File: config.mk
export PLATFORM = sky130hd
export DESIGN_NAME = tmr_cc_pair
export DESIGN_NICKNAME = d
export VERILOG_FILES = /design/src/rtl/tmr_cc_pkg.sv /design/src/rtl/tmr_sync_edge.sv /design/src/rtl/tmr_gr_unit.sv /design/src/rtl/tmr_cc_pair.sv
export SDC_FILE = /design/constraint.sdc
export NUM_CORES = 1
export LEC_CHECK = 0
export ABC_AREA = 1
export BUFFER_PORTS_ARGS = -buffer_cell sky130_fd_sc_hd__buf_2
export CORE_ASPECT_RATIO = 1.4
export CORE_MARGIN = 2
export CORE_UTILIZATION = 35
export DETAILED_ROUTE_END_ITERATION = 8
export SYNTH_ARGS = -nofsm -noshare
export SYNTH_HDL_FRONTEND = slang
export SYNTH_SLANG_ARGS = --single-unit
File: constraint.sdc
create_clock -name clk_i -period 1.7 [get_ports clk_i]
set_input_delay 0.17 -clock clk_i [delete_from_list [all_inputs] [get_ports clk_i]]
set_output_delay 0.17 -clock clk_i [all_outputs]
set_load 0.1 [all_outputs]
File: src/rtl/tmr_cc_pkg.sv
package tmr_cc_pkg;
  typedef enum logic [2:0] {
    MD_OFF      = 3'd0,
    MD_CLR      = 3'd1,
    MD_SET      = 3'd2,
    MD_TGL      = 3'd3,
    MD_CAP_NONE = 3'd4,
    MD_CAP_RISE = 3'd5,
    MD_CAP_FALL = 3'd6,
    MD_CAP_BOTH = 3'd7
  } mode_e;

  typedef struct packed {
    logic  clr_en;
    mode_e mode;
  } fld_t;

  localparam int FLD_W  = $bits(fld_t);
  localparam int NUM_GR = 2;
  localparam int CTRL_W = FLD_W * NUM_GR;

  localparam logic [1:0] ADDR_CTRL = 2'd0;
  localparam logic [1:0] ADDR_GRA  = 2'd1;
  localparam logic [1:0] ADDR_GRB  = 2'd2;
  localparam logic [1:0] ADDR_CNT  = 2'd3;
endpackage

File: src/rtl/tmr_sync_edge.sv
module tmr_sync_edge #(
  parameter int STAGES = 2
) (
  input  logic clk_i,
  input  logic rst_ni,
  input  logic pin_i,
  output logic rise_o,
  output logic fall_o
);
  logic [STAGES:0] sh_q;

  always_ff @(posedge clk_i or negedge rst_ni) begin
    if (!rst_ni) sh_q <= '0;
    else         sh_q <= {sh_q[STAGES-1:0], pin_i};
  end

  // the last stage is only the previous value used to find the edge
  assign rise_o = sh_q[STAGES-1] & ~sh_q[STAGES];
  assign fall_o = ~sh_q[STAGES-1] & sh_q[STAGES];
endmodule

File: src/rtl/tmr_gr_unit.sv
module tmr_gr_unit
  import tmr_cc_pkg::*;
#(
  parameter int W = 16
) (
  input  logic         clk_i,
  input  logic         rst_ni,
  input  logic         cnt_en_i,
  input  logic         gate_i,
  input  fld_t         fld_i,
  input  logic [W-1:0] cnt_i,
  input  logic         wr_i,
  input  logic [W-1:0] wr_data_i,
  input  logic         rise_i,
  input  logic         fall_i,
  output logic [W-1:0] gr_o,
  output logic         pin_o,
  output logic         clr_req_o
);
  logic [W-1:0] gr_q;
  logic         pin_q;
  logic         match, cap_hit, cmp_hit, edge_ok;

  assign match = cnt_en_i && (cnt_i == gr_q);

  always_comb begin
    case (fld_i.mode)
      MD_CAP_RISE: edge_ok = rise_i;
      MD_CAP_FALL: edge_ok = fall_i;
      MD_CAP_BOTH: edge_ok = rise_i | fall_i;
      default:     edge_ok = 1'b0;
    endcase
  end

  assign cap_hit   = !gate_i && edge_ok;
  assign cmp_hit   = !gate_i && !fld_i.mode[2] && (fld_i.mode != MD_OFF) && match;
  assign clr_req_o = fld_i.clr_en && (cap_hit || cmp_hit);

  // capture beats a bus write in the same cycle
  always_ff @(posedge clk_i or negedge rst_ni) begin
    if (!rst_ni)      gr_q <= '0;
    else if (cap_hit) gr_q <= cnt_i;
    else if (wr_i)    gr_q <= wr_data_i;
  end

  always_ff @(posedge clk_i or negedge rst_ni) begin
    if (!rst_ni) pin_q <= 1'b0;
    else if (!gate_i) begin
      case (fld_i.mode)
        MD_CLR:  if (match) pin_q <= 1'b0;
        MD_SET:  if (match) pin_q <= 1'b1;
        MD_TGL:  if (match) pin_q <= ~pin_q;
        default: pin_q <= 1'b0;
      endcase
    end
  end

  assign gr_o  = gr_q;
  assign pin_o = pin_q;
endmodule

File: src/rtl/tmr_cc_pair.sv
module tmr_cc_pair
  import tmr_cc_pkg::*;
#(
  parameter int W         = 16,
  parameter int SYNC_STGS = 2
) (
  input  logic         clk_i,
  input  logic         rst_ni,
  input  logic         cnt_en_i,
  input  logic         mode_gate_i,
  input  logic         wr_en_i,
  input  logic [1:0]   wr_addr_i,
  input  logic [W-1:0] wr_data_i,
  input  logic [1:0]   rd_addr_i,
  output logic [W-1:0] rd_data_o,
  input  logic [1:0]   cap_i,
  output logic [1:0]   cmp_o
);
  localparam int PAD_W = W - CTRL_W;

  logic [CTRL_W-1:0] ctrl_q;
  logic [W-1:0]      cnt_q;
  logic [W-1:0]      gr   [NUM_GR];
  logic [NUM_GR-1:0] clr_req, rise, fall, gr_wr;

  always_ff @(posedge clk_i or negedge rst_ni) begin
    if (!rst_ni) ctrl_q <= '0;
    else if (wr_en_i && wr_addr_i == ADDR_CTRL) ctrl_q <= wr_data_i[CTRL_W-1:0];
  end

  always_ff @(posedge clk_i or negedge rst_ni) begin
    if (!rst_ni)                                cnt_q <= '0;
    else if (wr_en_i && wr_addr_i == ADDR_CNT)  cnt_q <= wr_data_i;
    else if (|clr_req)                          cnt_q <= '0;
    else if (cnt_en_i)                          cnt_q <= cnt_q + 1'b1;
  end

  assign gr_wr[0] = wr_en_i && (wr_addr_i == ADDR_GRA);
  assign gr_wr[1] = wr_en_i && (wr_addr_i == ADDR_GRB);

  for (genvar i = 0; i < NUM_GR; i++) begin : g_gr
    tmr_sync_edge #(.STAGES(SYNC_STGS)) u_sync (
      .clk_i  (clk_i),
      .rst_ni (rst_ni),
      .pin_i  (cap_i[i]),
      .rise_o (rise[i]),
      .fall_o (fall[i])
    );

    tmr_gr_unit #(.W(W)) u_unit (
      .clk_i     (clk_i),
      .rst_ni    (rst_ni),
      .cnt_en_i  (cnt_en_i),
      .gate_i    (mode_gate_i),
      .fld_i     (fld_t'(ctrl_q[i*FLD_W +: FLD_W])),
      .cnt_i     (cnt_q),
      .wr_i      (gr_wr[i]),
      .wr_data_i (wr_data_i),
      .rise_i    (rise[i]),
      .fall_i    (fall[i]),
      .gr_o      (gr[i]),
      .pin_o     (cmp_o[i]),
      .clr_req_o (clr_req[i])
    );
  end

  always_comb begin
    case (rd_addr_i)
      ADDR_CTRL: rd_data_o = {{PAD_W{1'b0}}, ctrl_q};
      ADDR_GRA:  rd_data_o = gr[0];
      ADDR_GRB:  rd_data_o = gr[1];
      default:   rd_data_o = cnt_q;
    endcase
  end
endmodule

# --- After elaboration in Yosys (flattened, before gate mapping) ---
# Cells that the tools add are included.
op_classes:
  addsub: 1
  n_mul: 0
  div: 0
  magnitude_cmp: 0
  eq_ne: 25
  shift: 0
  n_mux: 18
  n_bitwise: 13
  n_reduce_logical: 31
op_table:
  columns: ["operator", "count"]
  rows:
  - ["$mux 16", 7]
  - ["$pmux 16 s3", 1]
  - ["$eq 16x16->1", 2]
  - ["$eq 3x3->1 const B", 6]
  - ["$add 16x1->16 const B", 1]
  - ["$logic_and 1x1->1", 16]
  - ["$eq 3x2->1 const B", 4]
  - ["$ne 2x1->1 const B", 6]
  - ["$pmux 1 s3", 4]
  - ["$reduce_bool 3->1", 3]
  - ["$reduce_and 4->1", 2]
  - ["$not 1->1", 7]
  - ["$eq 2x2->1 const B", 3]
  - ["$eq 3x1->1 const B", 2]
  - ["$mux 1", 6]
  - ["$and 1x1->1", 4]
  - ["$eq 2x1->1 const B", 2]
  - ["$logic_not 2->1", 2]
  - ["$reduce_bool 2->1", 2]
  - ["$logic_not 1->1", 3]
  - ["$logic_or 1x1->1", 2]
  - ["$or 1x1->1", 2]
  - ["$reduce_or 2->1", 1]
totals:
  ff_bits: 64
  latch_bits: 0
  ramBits: 0
  rom_bits: 0
  mem_count: 0

# --- Depth between registers and ports, before layout ---
logic_depth:
  depth_word: 10
  depth_mapped: 15

# --- Modules after synthesis ---
# A second synthesis with hierarchy kept.
hier_totals:
  hier_cells: 672
  area_unflattened_um2: 4662.0
modules_own_cells:
  columns: ["module", "instances", "cells_each", "area_each_um2", "seq_area_each_um2"]
  rows:
  - ["tmr_gr_unit", 2, 186, 1320.0, 425.4]
  - ["tmr_cc_pair", 1, 286, 1841.8, 600.6]
  - ["tmr_sync_edge", 2, 7, 90.1, 75.1]

# --- Worst setup path before layout ---
# Ideal clock, no wire load.
synth_timing:
  path_kind: "register to output"
  start: "reg cnt_q[0]"
  end: "out rd_data_o[0]"
  arrival_time_ps: 2647
  t_required_ps: 1530
  setup_slack_ps: -1117
  path_stages_with_launch: 3
  n_path_buf: 0
  path_cell_list: "dfrtp_1 > inv_1 > o21ai_0"
synth_between:
  elab_chain_cells: 1
synth_lines:
  columns: ["item", "line", "text"]
  rows:
  - ["start: declaration", "tmr_cc_pair.sv:22", "logic [W-1:0] cnt_q;"]
  - ["start signal: assignment", "tmr_cc_pair.sv:33", "else if (wr_en_i && wr_addr_i == ADDR_CNT) cnt_q <= wr_data_i;"]
  - ["start signal: assignment", "tmr_cc_pair.sv:35", "else if (cnt_en_i) cnt_q <= cnt_q + 1'b1;"]
  - ["$pmux 16 s3", "tmr_cc_pair.sv:68", "case (rd_addr_i)"]
  - ["end: declaration", "tmr_cc_pair.sv:15", "output logic [W-1:0] rd_data_o,"]
# No other way between the ends.

# --- Worst setup path after layout ---
layout_timing:
  start: "reg cnt_q[15]"
  end: "reg cnt_q[2]"
layout_between:
  elab_chain_cells: 8
  word_cells_on_any_way: 14
  classes_between: "eq/ne (2); mux (2); reduce/logical (10)"
layout_lines:
  columns: ["item", "line", "text"]
  rows:
  - ["$eq 16x16->1", "tmr_gr_unit.sv:24", "assign match = cnt_en_i && (cnt_i == gr_q);"]
  - ["$logic_and 1x1->1", "tmr_gr_unit.sv:24", null]
  - ["$logic_and 1x1->1", "tmr_gr_unit.sv:36", "assign cmp_hit = !gate_i && !fld_i.mode[2] && (fld_i.mode != MD_OFF) && match;"]
  - ["$logic_or 1x1->1", "tmr_gr_unit.sv:37", "assign clr_req_o = fld_i.clr_en && (cap_hit || cmp_hit);"]
  - ["$logic_and 1x1->1", "tmr_gr_unit.sv:37", null]
  - ["$reduce_or 2->1 *", "tmr_cc_pair.sv:34", "else if (|clr_req) cnt_q <= '0;"]
  - ["$mux 16", "tmr_cc_pair.sv:34", null]
  - ["$mux 16", "tmr_cc_pair.sv:33", null]
# Every way passes the cells marked *; elsewhere a longest branch is shown, timed or not.
# A chain may end at the register's enable or synchronous reset.

==> metrics.txt <==
Final setup viols 30; Routed met1 length 6530 µm; layout cell share with drive strength beyond 1 0.367; die area 0.0133 mm²; share of the synthesized area in the top cell type 0.371; HPWL Detailed ~11000 µm; Hold Vio Cnt, Final 0; normalized max-slew margin 0.568; Non-Filler Instances 870; most frequent cell on the critical path nand2_1; top_reg_cell synth dfrtp_1; Tot Pwr 9090 µW; Die Ht around 140 µm; Cells after DPL between 800 and 900; iteration-0 DRC count of the detailed router 245; register bit total from synthesis 64; synth top area cells dfrtp_1 (37%), nand2_1 (14%), nand3_1 (8.3%); residual DRC count 0; fin crit share 1.15; Syn Inst Count 587; CP max-delay cell dfrtp_1; core area 0.0122 mm²; Post-synth EDFFs 0; IO buf count 44; Peak VDD IR ~0.50 mV; met2 wire length about 8600 µm; global route overflow 0; largest area contributor in the netlist dfrtp_1; Worst-path clk slew ~0.05 ns; failing checks setup timing; Syn. warnings 0; Multi-input gate area 0.00270 mm²; clk root buf clkbuf_16; PD cells about 1400 mW/mm²; Worst Setup SP cnt_q[15]; critical path data required time 1.92 ns; # nets final 747; critical path peak fanout 6; Placer Congestion ~0.94; global-route usage over all layers 0.252; Ant. Diodes 0; Max stage delay on crit path 0.41 ns; Max Cap Viol 0; sequential fraction of the synthesis area 0.371; H-tree Lvls 3; crit end category register; Mean Syn Cell Area ~7.4 µm²; final worst slack -0.252 ns; number of global-route vias before repair 4949; clock tree from TritonCTS built; Filler Cells Inserted around 1200; Initial Utilization 0.354; DR WL/cell between 15 and 20 µm; count leader, synth nand2_1; post-layout util 0.533; synthesis-to-layout area growth 50.5%; RSZ-0062 raised after global routing yes; Cell Rows 48; TritonRoute pass-1 iters 5; Fin Setup TNS -3.84 ns; Hold Path Class input port to register; worst-skew pair later-pin latency ~0.33 ns; initial antenna violation count 0; r2r setup slk -0.25 ns; Reg area 0.00160 mm²; final WL 16500 µm; CP startpoint kind register; hold path startpoint wr_data_i[12]; Cell Chain, Critical Path inv_1, a21oi_1, nand3b_1, nor2_2, nand4_1, nand2_2, nand2_8, buf_4, nand3_2, nand2_1, nand2_1, nand2_1; CTS sink cnt 64; outcome complete, but fails checks; via density per instance between 5 and 6; io pins 45; max layer used met4; Post-synth top cells nand2_1 (164), nand3_1 (72), dfrtp_1 (64); WHS 0.120 ns; met3 WL 726 µm; CTS buffer count 9; Worst Max-Slew Pin Slew about 0.65 ns; WS Path Type register to register; first-pass GRT wire length 25900 µm; die extent in x 97.9 µm; Pins Over Slew Limit 0; CTS Buffer Depth 2; Syn Nets between 600 and 700; Routed Antenna Nets 0; Post-Route Skew approximately 0.0060 ns; largest net degree at the start of global routing 30; Peak Freq 0.512 GHz; minimum clock period 1.95 ns; Worst EP arrival 2.17 ns; Synth Cell Area about 0.0043 mm²; worst r2r src cnt_q[15]; Vias 4792; Netlist cell types 35; Leak 0.00304 µW; asr flop ratio synth 1.00
==> power by group <==
group / total, µW / switching (µW) / internal (µW)
combinational: 4950 / 2920 / 2020
clock: 1800 / 690 / 1110
sequential: 2350 / 390 / 1960
total: 9090 / 4000 / 5090
==> cells by family after synthesis <==
family / Yosys count / synth area share
muxes: 7 / 0.0182
and+or+nand+nor: 321 / 0.345
xor gates and xnor gates: 9 / 0.0182
AOI/OAI and AO/OA: 83 / 0.134
adders and majority gates: 5 / 0.0145
DFF: 64 / 0.371
buffers and inverters: 98 / 0.0990
==> flip-flops by register name (all words and copies together), names as in the netlist <==
signal and count:
ctrl_q 8, g_gr.u_unit.gr_o 32, g_gr.u_sync.sh_q 6, g_gr.u_unit.pin_o 2
cnt_q 16
==> worst max-delay path: cells and delay by family, from the launching register on <==
| kind | cells | cell delay (ns) |
|---|---|---|
| AO/OA/AOI/OAI | 1 | 0.14 |
| buffers and inverters | 2 | 0.26 |
| flip-flops | 1 | 0.41 |
| AND/OR/NAND/NOR | 9 | 1.01 |
==> path summary, 6_finish.rpt <==
| kind | to | cells after the start |
|---|---|---|
| min | g_gr[0].u_unit.gr_o[12] | 3 |
| min reg2reg | g_gr[0].u_sync.sh_q[1] | 0 |
| max | cnt_q[2] | 12 |
| min in group asynchronous | g_gr[1].u_unit.gr_o[5] | 2 |
| max in group asynchronous | cnt_q[11] | 3 |
| max reg2reg | cnt_q[2] | 12 |
==> final cells by class <==
type / count / share of cell area
Clock buffer: 14 / 0.0421
Clock inverter: 2 / 0.00192
Inverter: 71 / 0.0414
Multi-Input combinational cell: 425 / 0.415
Sequential cell: 64 / 0.247
Tap cell: 150 / 0.0289
Timing Repair Buffer: 144 / 0.224
==> stage by stage <==
step	setup WS [ns]	instance area, µm²
final	-0.252	6500
after global routing	-0.317	6500
after CTS	-0.170	6310
after detailed placement	-0.183	5600
after global placement	-0.190	5600
after floorplan	-0.590	4360
==> cells in the final DEF (no fill, tap or decap), types with 4 or more instances in the layout <==
cell type / Yosys / routed
o22ai_1: 10 / 10
xor2_1: 6 / 6
nand3_2: 11 / 34
buf_2: 7 / 28
dfrtp_1: 64 / 62
o221ai_1: 38 / 18
nor2_1: 39 / 36
mux2_2: 7 / 6
nor3_1: 8 / 7
nand4_1: 8 / 8
clkbuf_16: 0 / 10
o221ai_2: 0 / 18
buf_12: 0 / 25
a21oi_1: 17 / 15
buf_4: 4 / 76
buf_6: 3 / 7
nand2_1: 164 / 159
nand2_2: 4 / 6
nand3_1: 72 / 49
ha_1: 5 / 4
buf_16: 0 / 4
inv_2: 10 / 11
o21ai_2: 0 / 7
inv_1: 60 / 59
nor2_2: 2 / 5
==> routing by layer <==
layer	vias to the layer above	global-route usage
met1	2326	0.294
met5	-	0
met3	51	0.0273
met2	167	0.451
met4	0	0.132
li1	2248	-
==> timing repair <==
| action | 4_1_cts | 5_1_grt |
|---|---|---|
| hold buffers | 3 | 0 |
| gates resized for setup | 59 | 32 |
| endpoints found under the setup margin | 39 | 54 |
| endpoints found under the hold margin | 20 | 0 |
| gates cloned | 4 | 1 |
| setup buffers | 1 | 3 |
| pin swaps | 35 | 29 |
(Power assumes the default switching activity.)
